--- config.mk ---
export PLATFORM = sky130hd
export DESIGN_NAME = cmd_reg
export DESIGN_NICKNAME = d
export VERILOG_FILES = /design/src/rtl/cmd_reg_pkg.sv /design/src/rtl/cmd_merge.sv /design/src/rtl/cmd_store.sv /design/src/rtl/cmd_go.sv /design/src/rtl/cmd_reg.sv
export SDC_FILE = /design/constraint.sdc
export NUM_CORES = 1
export LEC_CHECK = 0
export CAP_MARGIN = 0
export CORE_UTILIZATION = 35
export DETAILED_ROUTE_END_ITERATION = 10
export DONT_BUFFER_PORTS = 1
export PLACE_DENSITY = 0.47
export SETUP_SLACK_MARGIN = 0.4
export SLEW_MARGIN = 0
export SYNTH_ARGS = -nofsm -noshare
export SYNTH_HDL_FRONTEND = slang
export SYNTH_SLANG_ARGS = --single-unit
export TNS_END_PERCENT = 20
--- constraint.sdc ---
create_clock -name clk -period 1.4 [get_ports clk]
set_clock_uncertainty 0.05 [all_clocks]
set_input_delay 0.28 -clock clk [delete_from_list [all_inputs] [get_ports clk]]
set_output_delay 0.28 -clock clk [all_outputs]
set_load 0.02 [all_outputs]
--- src/rtl/cmd_reg_pkg.sv ---
// Shared types for the command register: write merge modes and function codes.
package cmd_reg_pkg;
    typedef enum logic [1:0] {
        MODE_FULL = 2'd0,
        MODE_SET  = 2'd1,
        MODE_CLR  = 2'd2,
        MODE_NONE = 2'd3
    } wr_mode_e;

    localparam logic [2:0] FN_IDLE     = 3'd0;
    localparam logic [2:0] FN_READ     = 3'd1;
    localparam logic [2:0] FN_WRITE    = 3'd2;
    localparam logic [2:0] FN_RECAL    = 3'd3;
    localparam logic [2:0] FN_SEEK     = 3'd4;
    localparam logic [2:0] FN_READALL  = 3'd5;
    localparam logic [2:0] FN_WRITEALL = 3'd6;
    localparam logic [2:0] FN_WCHECK   = 3'd7;
endpackage

--- src/rtl/cmd_merge.sv ---
// Per-bit merge of the bus value into the current word.
// Assumes: mode is a wr_mode_e; MODE_NONE returns the current word unchanged.
module cmd_merge
    import cmd_reg_pkg::*;
#(
    parameter int W = 9
) (
    input  wr_mode_e       mode,
    input  logic [W-1:0]   bus,
    input  logic [W-1:0]   cur,
    output logic [W-1:0]   nxt
);
    genvar i;
    generate
        for (i = 0; i < W; i++) begin : g_bit
            // Select copy, OR-in or AND-in for this bit.
            always_comb begin
                unique case (mode)
                    MODE_FULL: nxt[i] = bus[i];
                    MODE_SET:  nxt[i] = cur[i] | bus[i];
                    MODE_CLR:  nxt[i] = cur[i] & bus[i];
                    default:   nxt[i] = cur[i];
                endcase
            end
        end
    endgenerate
endmodule

--- src/rtl/cmd_store.sv ---
// Holds the stored fields (everything below GO).
// Assumes: clr has priority over wr and affects only the function field.
module cmd_store #(
    parameter int W        = 8,
    parameter int FUNC_LSB = 3,
    parameter int FUNC_W   = 3
) (
    input  logic         clk,
    input  logic         rst_n,
    input  logic         wr,
    input  logic         clr,
    input  logic [W-1:0] d,
    output logic [W-1:0] q
);
    // Update the stored word on reset, clear or write.
    always_ff @(posedge clk) begin
        if (!rst_n)
            q <= '0;
        else if (clr)
            q[FUNC_LSB +: FUNC_W] <= '0;
        else if (wr)
            q <= d;
    end
endmodule

--- src/rtl/cmd_go.sv ---
// Produces the one-cycle start pulse from the merged GO bit.
// Assumes: the stored GO is always 0, so only a write can raise it.
module cmd_go (
    input  logic clk,
    input  logic rst_n,
    input  logic wr,
    input  logic clr,
    input  logic go_bit,
    output logic go_pulse
);
    // Register the pulse for one cycle; a clear suppresses it.
    always_ff @(posedge clk) begin
        if (!rst_n)
            go_pulse <= 1'b0;
        else
            go_pulse <= wr && !clr && go_bit;
    end
endmodule

--- src/rtl/cmd_reg.sv ---
// Masked-load command register: merge, store, decode, start pulse.
// Assumes: wr_en is a single-cycle strobe; bus layout is unit, function,
// done-enable, attention-enable, GO from bit 0 upward.
module cmd_reg
    import cmd_reg_pkg::*;
#(
    parameter int UNIT_W = 3,
    parameter int FUNC_W = 3
) (
    input  logic                      clk,
    input  logic                      rst_n,
    input  logic                      wr_en,
    input  logic [1:0]                wr_mode,
    input  logic [UNIT_W+FUNC_W+2:0]  wr_data,
    input  logic                      fn_clr,
    output logic [UNIT_W-1:0]         unit_sel,
    output logic [FUNC_W-1:0]         func_code,
    output logic                      done_irq_dis,
    output logic                      attn_irq_dis,
    output logic                      go_pulse,
    output logic [UNIT_W+FUNC_W+2:0]  cmd_word
);
    localparam int CMD_W    = UNIT_W + FUNC_W + 3;
    localparam int FUNC_LSB = UNIT_W;
    localparam int DONE_POS = UNIT_W + FUNC_W;
    localparam int ATTN_POS = DONE_POS + 1;
    localparam int GO_POS   = CMD_W - 1;

    logic [CMD_W-2:0] stored;
    logic [CMD_W-1:0] merged;
    wr_mode_e         mode;

    assign mode = wr_mode_e'(wr_mode);

    cmd_merge #(.W(CMD_W)) u_merge (
        .mode (mode),
        .bus  (wr_data),
        .cur  ({1'b0, stored}),
        .nxt  (merged)
    );

    cmd_store #(.W(CMD_W-1), .FUNC_LSB(FUNC_LSB), .FUNC_W(FUNC_W)) u_store (
        .clk   (clk),
        .rst_n (rst_n),
        .wr    (wr_en),
        .clr   (fn_clr),
        .d     (merged[CMD_W-2:0]),
        .q     (stored)
    );

    cmd_go u_go (
        .clk      (clk),
        .rst_n    (rst_n),
        .wr       (wr_en),
        .clr      (fn_clr),
        .go_bit   (merged[GO_POS]),
        .go_pulse (go_pulse)
    );

    assign unit_sel     = stored[UNIT_W-1:0];
    assign func_code    = stored[FUNC_LSB +: FUNC_W];
    assign done_irq_dis = ~stored[DONE_POS];
    assign attn_irq_dis = ~stored[ATTN_POS];
    assign cmd_word     = {go_pulse, stored};
endmodule

==> results of run 1 <==
==> path summary, 6_finish.rpt <==
| check | startpoint | end | slack (ns) | cells after the start |
|---|---|---|---|---|
| setup / recovery | u_store.q[6] | done_irq_dis | 0.35 | 1 |
| setup reg to reg | u_store.q[2] | u_store.q[2] | 0.61 | 1 |
| hold / removal | wr_data[5] | u_store.q[5] | 0.09 | 1 |
| hold reg to reg | u_store.q[7] | u_store.q[7] | 0.54 | 1 |
==> cells in the final DEF, fill, tap and decap left out <==
cell / netlist / routed
nor2b_1: 1 / 1
dfxtp_4: 0 / 9
ha_1: 3 / 2
ha_4: 0 / 1
clkbuf_1: 1 / 1
inv_4: 0 / 2
nor2b_4: 1 / 1
and4_1: 1 / 1
clkbuf_4: 0 / 3
a21oi_1: 5 / 5
inv_1: 4 / 1
inv_8: 0 / 1
nand3_2: 0 / 8
nand2b_4: 0 / 1
a32o_2: 8 / 8
buf_4: 7 / 1
o211a_4: 1 / 1
nand2_1: 3 / 3
==> report_power, final <==
part           leakage [nW]  switching (mW)  internal [mW]
Clock                0.0150          0.0962          0.110
Combinational         0.175          0.0419         0.0400
Sequential           0.0800          0.0261          0.254
Total                 0.270           0.164          0.404
==> per-stage QoR <==
step	hold WS, ns	instances	setup WS (ns)
after CTS	0.0832	65	0.340
after detailed placement	0.362	61	0.112
final	0.0866	65	0.353
after floorplan	0.357	55	0.152
after global placement	0.357	61	0.132
after global routing	0.0778	65	0.319
==> repair_timing <==
item	4_1_cts	5_1_grt
pin swaps	0	0
resized for setup	20	2
endpoints found under the setup margin	22	26
==> flip-flops by register name (all words and copies together) (netlist names) <==
| name | flops |
|---|---|
| u_store.q | 8 |
| u_go.go_pulse | 1 |
==> cell usage after synthesis (all sizes together) <==
cell type  instances  area share, %
nand2              3            2.1
clkbuf             1           0.72
a32o               8             17
nor2b              2            3.8
a21oi              5            4.8
o211a              1            3.3
dfxtp              9             34
ha                 3            7.2
nand3              8            7.6
and4               1            1.7
buf                9             13
nand2b             1            1.2
inv                4            2.9
==> final cells by class <==
cell class	count	area [sq um]
fillers	134	739
clock buffers	4	26.3
repair buffers	1	7.51
flip-flops and latches	9	214
inverters	4	27.5
well taps	15	18.8
multi-input cells	32	317
==> metal layers <==
layer / GRT usage [%] / vias up
met5: 0 / -
met4: 11.7 / 0
met3: 5.43 / 4
met2: 21.4 / 17
met1: 20.1 / 188
li1: - / 185
==> cells by family (layout without fill, tap and decap cells) <==
kind of cell | count (synthesis) | after routing | synth area share, %
AOI/OAI and AO/OA | 14 | 14 | 25.3
adders and majority gates | 3 | 3 | 7.16
buffers and inverters | 14 | 9 | 16.7
DFF | 9 | 9 | 34.4
and+or+nand+nor | 15 | 15 | 16.5
==> impl_metrics.ini, run 1 <==
[sta]
post-route-min-period_ns = 1.05
max_freq_ghz = 0.955
rsz0062_at_grt = yes
finalHoldViolCount = 0
maxSlewHeadroom_pct = 88.6
tns_ns = 0
min_period_over_period_pct = 74.8
finalSetupViolCount = 0
slew_violations = 0
worst_pin_slew_ns = 0.171

[grt]
grt_overflow = 0
grt_max_degree = 10
antenna_found_initial = 0
grt_pass1_wl_mm = 1.68
grt_pass1_vias = 396
track_usage_pct = 15.7

[critical_path]
cp-end-kind = output pin
crit_chain = inv_4
cp-start-kind = flop
cp.required_ns = 1.07
crit_type = reg2out
cp_num_buf_inv = 1
cp_max_fo = 3
max_stage_delay_ns = 0.38
critPathArrivalTime_ns = 0.72
cpLargestDelayFamily = flip-flops
slowest_stage = dfxtp_4

[clock_network]
h-tree-depth = 1
clk_path_buf_depth = 2
cts_setup_buffers = 0
cts_made_buffers = 3
clock-root-buffer = clkbuf_4
hold_buffers = 0
clk_latency_ns = 0.26
cts_tree = built
cts.reportedPaths.clkPinSlew_ns = 0.07
cts_sinks = 9

[route]
dr_wl_met3_um = 92
drt_iter0_drc = 4
postRouteAntennaNets = 0
wl_met1_um = 505
routed_via_density = 6.06
num_vias = 394
drc = 0
wl_met2_um = 535
drt_first_pass_iters = 4
wl_mm = 1.15
wire_per_inst_um = 17.6
top_layer = met4

[outcome]
status = finished, final reports clean

[place]
port_buffers = 0
place_congestion = 0.652
post-dp-hpwl_um = 884
placed_area_sq_um = 546

[power_and_ir_drop]
p_leak_nw = 0.270
power.density_nw_per_um2 = 930
ir_worst_vdd_v = 0.000480
finalPower_uw = 568

[synthesis]
synth_fp_nets = 73
synth_area_per_cell_sq_um = 9.53
yosysWarnings = 0
ys_ff_latch = 9
synth.distinct_cells = 16
syn_area_sq_um = 524
yosysSeqAreaShare_pct = 34.4
syn_inst = 55

[finish]
nets = 69
antenna_cells = 0
syn2layout_area_growth_pct = 16.5
final_util_pct = 45.2
drive_gt1_share_pct = 72.0
design_area_sq_um = 611

[die]
dieHeight_um = 40.7
start_util_pct = 38.8
chipWidth_um = 40.7
die-area_sq_um = 1660
num_rows = 13
io_pins = 33
coreArea_sq_um = 1350

[run]
max_cap_violations = 0

[hold_path]
hp-class = in2reg
Power figures use the tool's default switching activity.
==> run 2, diff against run 1 <==
ABC_AREA = 1   (was default)
clock period = 1 ns   (was 1.4 ns; I/O delays follow)
==> run 2 against run 1 <==
Sequential power up 36%; cell count up 62%; largest power group unchanged; routed wire length up 5.8%; non-clock buffer count up 14; core utilization up 14 points; largest cell class unchanged.
==> impl_metrics.ini, run 2 <==
[route]
drt_first_pass_iters = 3
postRouteAntennaNets = 0
num_vias = 512
routed_via_density = 4.88
drt_iter0_drc = 5
drc = 0
wl_mm = 1.21
wire_per_inst_um = 11.6

[sta]
worst_pin_slew_ns = 0.232
worst_slack_ns = 0.000985
rsz0062_at_grt = yes
maxSlewHeadroom_pct = 84.5
finalSetupViolCount = 0
tns_ns = 0
min_period_over_period_pct = 99.9
slew_violations = 0
max_freq_ghz = 1.00
finalHoldViolCount = 0
whs_ns = 0.0116
post-route-min-period_ns = 0.999

[synthesis]
synthAdderAreaFrac_pct = 6.90
synth_top_family_by_area = simple AND/OR/NAND/NOR gates
yosysSeqAreaShare_pct = 33.1
yosysWarnings = 0
synth-edff-count = 0
synth.distinct_cells = 14
syn_area_sq_um = 544
post-synth-top-count-cell = nand2_1
ys_ff_latch = 9
ys.flop_type = dfxtp_1
synth_xor_area_share_pct = 0
synth-simple-area-share_pct = 35.9
ys_top_cells_by_area = dfxtp_1 33%, nand2_1 26%, buf_4 9.7%, a21oi_1 7.4%, ha_1 6.9%
yosysTopAreaCell = dfxtp_1
synth_top_cell_area_share_pct = 33.1
synth_common_cells = 37 x nand2_1, 9 x dfxtp_1, 8 x a21oi_1, 7 x buf_4, 6 x inv_1
synth_area_per_cell_sq_um = 6.89
syn_inst = 79
synthMuxAreaShare_pct = 0
synth_fp_nets = 97
synth_compound_area_share_pct = 7.36
synthArstFlopShare_pct = 0

[finish]
syn2layout_area_growth_pct = 49.4
final_common_cell = nand2_1
largest_register_ffs = 8
reg_top3 = u_store.q: 8 flops, u_go.go_pulse: 1 flops
drive_gt1_share_pct = 65.6
fill_cells = 132
design_area_sq_um = 813
mostFrequentLayoutCells = 22 x nand2_1, 13 x nand2_2, 10 x buf_6
nets = 109
antenna_cells = 0
largest-register = u_store.q

[clock_network]
h-tree-depth = 1
clk_latency_ns = 0.26
cts_sinks = 9
clk_path_buf_depth = 2
clock-root-buffer = clkbuf_4
cts_made_buffers = 3
cts.reportedPaths.clkPinSlew_ns = 0.07
cts_tree = built

[grt]
antenna_found_initial = 0
grt_pass1_vias = 488
grt_overflow = 0
use_met1_pct = 20.7
grt_max_degree = 9
track_usage_pct = 15.0
busiest_layer = met2
grt_pass1_wl_mm = 2.03
met2_usage_pct = 21.6
use_met3_pct = 4.35

[critical_path]
slowest_stage = dfxtp_2
crit_chain = buf_6
critPathArrivalTime_ns = 0.75
cp_num_buf_inv = 1
cpLargestDelayFamily = flip-flops
cp.required_ns = 0.75
cp-start-kind = flop
crit_type = reg2out
max_stage_delay_ns = 0.35
cp_max_fo = 3
cp-end-kind = output pin
ff2ff_setup_slack_ns = 0.17

[power_and_ir_drop]
p_leak_nw = 0.355
pwr-share-seq_pct = 42.6
swShare_pct = 31.2
power.switching_uw = 279
clkPwrFrac_pct = 33.0
ir_worst_vdd_v = 0.000521
p_int_uw = 615
power.density_nw_per_um2 = 1100
comb_power_share_pct = 24.4

[place]
post-dp-hpwl_um = 849
place_congestion = 0.691
placed_area_sq_um = 613
place_ws_ns = -0.0697
port_buffers = 0

[die]
die-area_sq_um = 1720
coreArea_sq_um = 1370
dieHeight_um = 41.4
io_pins = 33
chipWidth_um = 41.4
num_rows = 13
start_util_pct = 39.8

[run]
max_cap_violations = 0

[hold_path]
hp-class = in2reg

[outcome]
status = finished, final reports clean
==> run 2: changes by cell type after synthesis, moves of 2 or more <==
cell     delta
nand2_1    +34
a32o_2      -8
nand3_1     -7
a21oi_1     +3
inv_1       +2
inv_2       +2
==> run 2: what timing repair did <==
item,CTS,global route
hold buffers,0,0
buffers inserted,4,2
endpoints found under the hold margin,0,0
setup endpoints to repair,26,26
gates resized for setup,26,19
pin swaps,23,26
==> run 2: layout make-up <==
cell class / count / area [sq um] / share of cell area [%]
Inverter: 9 / 65.1 / 8.00
Tap cell: 15 / 18.8 / 2.31
Timing Repair Buffer: 15 / 150 / 18.5
Clock buffer: 4 / 26.3 / 3.23
Multi-Input combinational cell: 53 / 357 / 43.8
Sequential cell: 9 / 196 / 24.2
==> run 2: cells by family (layout without fill, tap and decap cells) <==
| kind of cell | after synthesis | after routing |
|---|---|---|
| AO/OA/AOI/OAI | 8 | 8 |
| adder cells (fa/ha/maj) | 3 | 3 |
| buffers and inverters | 17 | 28 |
| AND/OR/NAND/NOR | 42 | 42 |
| flip-flops | 9 | 9 |
==> run 2: routing by layer <==
layer / wire, um / part of all wire (%)
met1: 501 / 41
met4: 0 / 0
met2: 645 / 53
met3: 66 / 5.4
met5: 0 / 0
==> run 2: through the flow <==
step                util (%)  total power [mW]  cells
floorplan                  -             0.534     79
global placement        44.9             0.563     95
detailed placement      44.9             0.562     95
CTS                     54.4             0.879    103
global route            59.5             0.939    105
finish                  59.5             0.894    105
==> run 2: final timing paths <==
check | endpoint | cells after the start | startpoint
max reg2reg | u_store.q[5] | 5 | u_store.q[5]
max | unit_sel[0] | 1 | u_store.q[0]
min reg2reg | u_store.q[7] | 2 | u_store.q[7]
min | u_store.q[2] | 2 | wr_data[2]
==> run 2: power groups by stage <==
stage	sequential (mW)	combinational, mW	clock [mW]
3_3_place_gp	0.390	0.173	0
4_1_cts	0.383	0.199	0.298
6_report	0.381	0.218	0.295
5_1_grt	0.383	0.239	0.318
2_1_floorplan	0.404	0.130	0
3_5_place_dp	0.390	0.172	0
==> run 3, diff against run 2 <==
CORE_AREA = 2 2 39 41   (was default)
CORE_UTILIZATION = default   (was 35)
DIE_AREA = 0 0 41 43   (was default)
PLACE_DENSITY = 0.53   (was 0.47)
==> run 3 against run 2 <==
Clock power fell by 1%; register-to-register slack got worse by 0.04 ns; sequential share of layout area rose by 0.29 points; sequential power barely moved; final area fell by 2.5%; routed wire length fell by 0.82%; global-route usage rose by 0.65 points; cell count rose by 3.8%; total power fell by 0.90%; clock-buffer cell count did not move; core utilization fell by 2.2 points; die area rose by 2.7%; highest routed layer is now met4.
==> impl_metrics.ini, run 3 (same netlist as run 2, synthesis figures left out) <==
[finish]
largest-register = u_store.q
antenna_cells = 0
reg_top3 = u_store.q: 8 flops, u_go.go_pulse: 1 flops
syn2layout_area_growth_pct = 45.7
multi_input_area_sq_um = 338
largest_register_ffs = 8
final_common_cell = nand2_1
drive_gt1_share_pct = 59.1
fill_cells = 134
layout.area.seq_sq_um = 194
nets = 112
finalNonFillerCells = 109
mostFrequentLayoutCells = 31 x nand2_1, 9 x buf_6, 9 x buf_4

[route]
top_layer = met4
drt_iter0_drc = 4
drt_first_pass_iters = 4
wl_met1_um = 512
wire_per_inst_um = 11.0
dr_wl_met3_um = 121
postRouteAntennaNets = 0
wl_mm = 1.20
wl_met2_um = 559
num_vias = 519
routed_via_density = 4.76
drc = 0

[clock_network]
cts_made_buffers = 3
clk_latency_ns = 0.26
h-tree-depth = 1
clock-root-buffer = clkbuf_4
cts_tree = built
cts.reportedPaths.clkPinSlew_ns = 0.07
cts_sinks = 9
hold_buffers = 0
clk_path_buf_depth = 2

[sta]
whs_ns = 0.0127
maxSlewHeadroom_pct = 83.0
min_period_over_period_pct = 99.4
slew_violations = 0
tns_ns = 0
rsz0062_at_grt = yes
worst_pin_slew_ns = 0.255
post-route-min-period_ns = 0.994
finalHoldViolCount = 0
finalSetupViolCount = 0
max_freq_ghz = 1.01

[power_and_ir_drop]
ir_worst_vdd_v = 0.000558
p_leak_nw = 0.361
power.density_nw_per_um2 = 1120
finalPower_uw = 886

[critical_path]
max_stage_delay_ns = 0.36
slowest_stage = dfxtp_2
cp-end-kind = output pin
crit_chain = buf_6
cpLargestDelayFamily = flip-flops
crit_type = reg2out
cp_num_buf_inv = 1
cp.required_ns = 0.75
cp_max_fo = 3
cp-start-kind = flop
critPathArrivalTime_ns = 0.74

[hold_path]
hp-class = in2reg

[grt]
grt_pass1_vias = 474
grt_pass1_wl_mm = 1.87
antenna_found_initial = 0
track_usage_pct = 15.6
grt_overflow = 0
grt_max_degree = 9

[die]
chipWidth_um = 41
die-area_sq_um = 1760
dieHeight_um = 43
start_util_pct = 39.3
num_rows = 14
coreArea_sq_um = 1380
io_pins = 33

[place]
place_congestion = 0.635
dpl.cell_count = 97
port_buffers = 0
post-dp-hpwl_um = 832

[outcome]
status = finished, final reports clean

[run]
max_cap_violations = 0
-- run 3: cell count changes in the layout (fill, tap and decap cells not counted), moves of 3 or more --
cell / change
a21oi_1: -3
a21oi_2: +3
buf_4: +4
nand2_1: +9
nand2_2: -8
-- run 3: metrics by stage --
step                      setup slack (ns)  util (%)  cell area [sq um]
after floorplan                    0.00676         -                584
after global placement             -0.0313      44.9                622
after detailed placement           -0.0547      44.9                622
after CTS                          0.00119      54.3                752
after global routing               -0.0243      57.3                793
final                              0.00601      57.3                793
-- run 3: what timing repair did --
item / 4_1_cts / 5_1_grt
pin swaps: 0 / 14
buffers inserted: 8 / 0
resized for setup: 19 / 13
endpoints found under the setup margin: 26 / 26
-- run 3: layout make-up --
type | instances | share of cell area [%]
Clock buffer | 4 | 3.31
Inverter | 9 | 5.84
Multi-Input combinational cell | 53 | 42.6
Sequential cell | 9 | 24.4
Tap cell | 16 | 2.52
Timing Repair Buffer | 18 | 21.3
-- run 3: path summary, 6_finish.rpt --
check                    start  cells after the start           end  slack [ns]
hold / removal      wr_data[1]                      2  u_store.q[1]        0.01
setup reg to reg  u_store.q[4]                      5  u_store.q[4]        0.13
hold reg to reg   u_store.q[2]                      3  u_store.q[2]        0.55
setup / recovery  u_store.q[4]                      1  func_code[1]       0.006
-- run 3: routing by layer --
layer | vias up | global-route usage [%]
met5 | - | 0
met4 | 0 | 8.00
met3 | 2 | 6.28
met2 | 22 | 22.2
met1 | 234 | 19.6
li1 | 261 | -
-- run 3: where the power goes --
| part | switching [mW] | internal [mW] |
|---|---|---|
| Clock | 0.137 | 0.154 |
| Combinational | 0.122 | 0.0908 |
| Sequential | 0.0116 | 0.371 |
| Total | 0.271 | 0.616 |
-- run 3: worst reg2reg max path: cells and delay by family (launching register included) --
family	cells	cell delay [ns]
buf+inv	1	0.12
simple gates	3	0.15
compound gates	1	0.12
flops	1	0.36
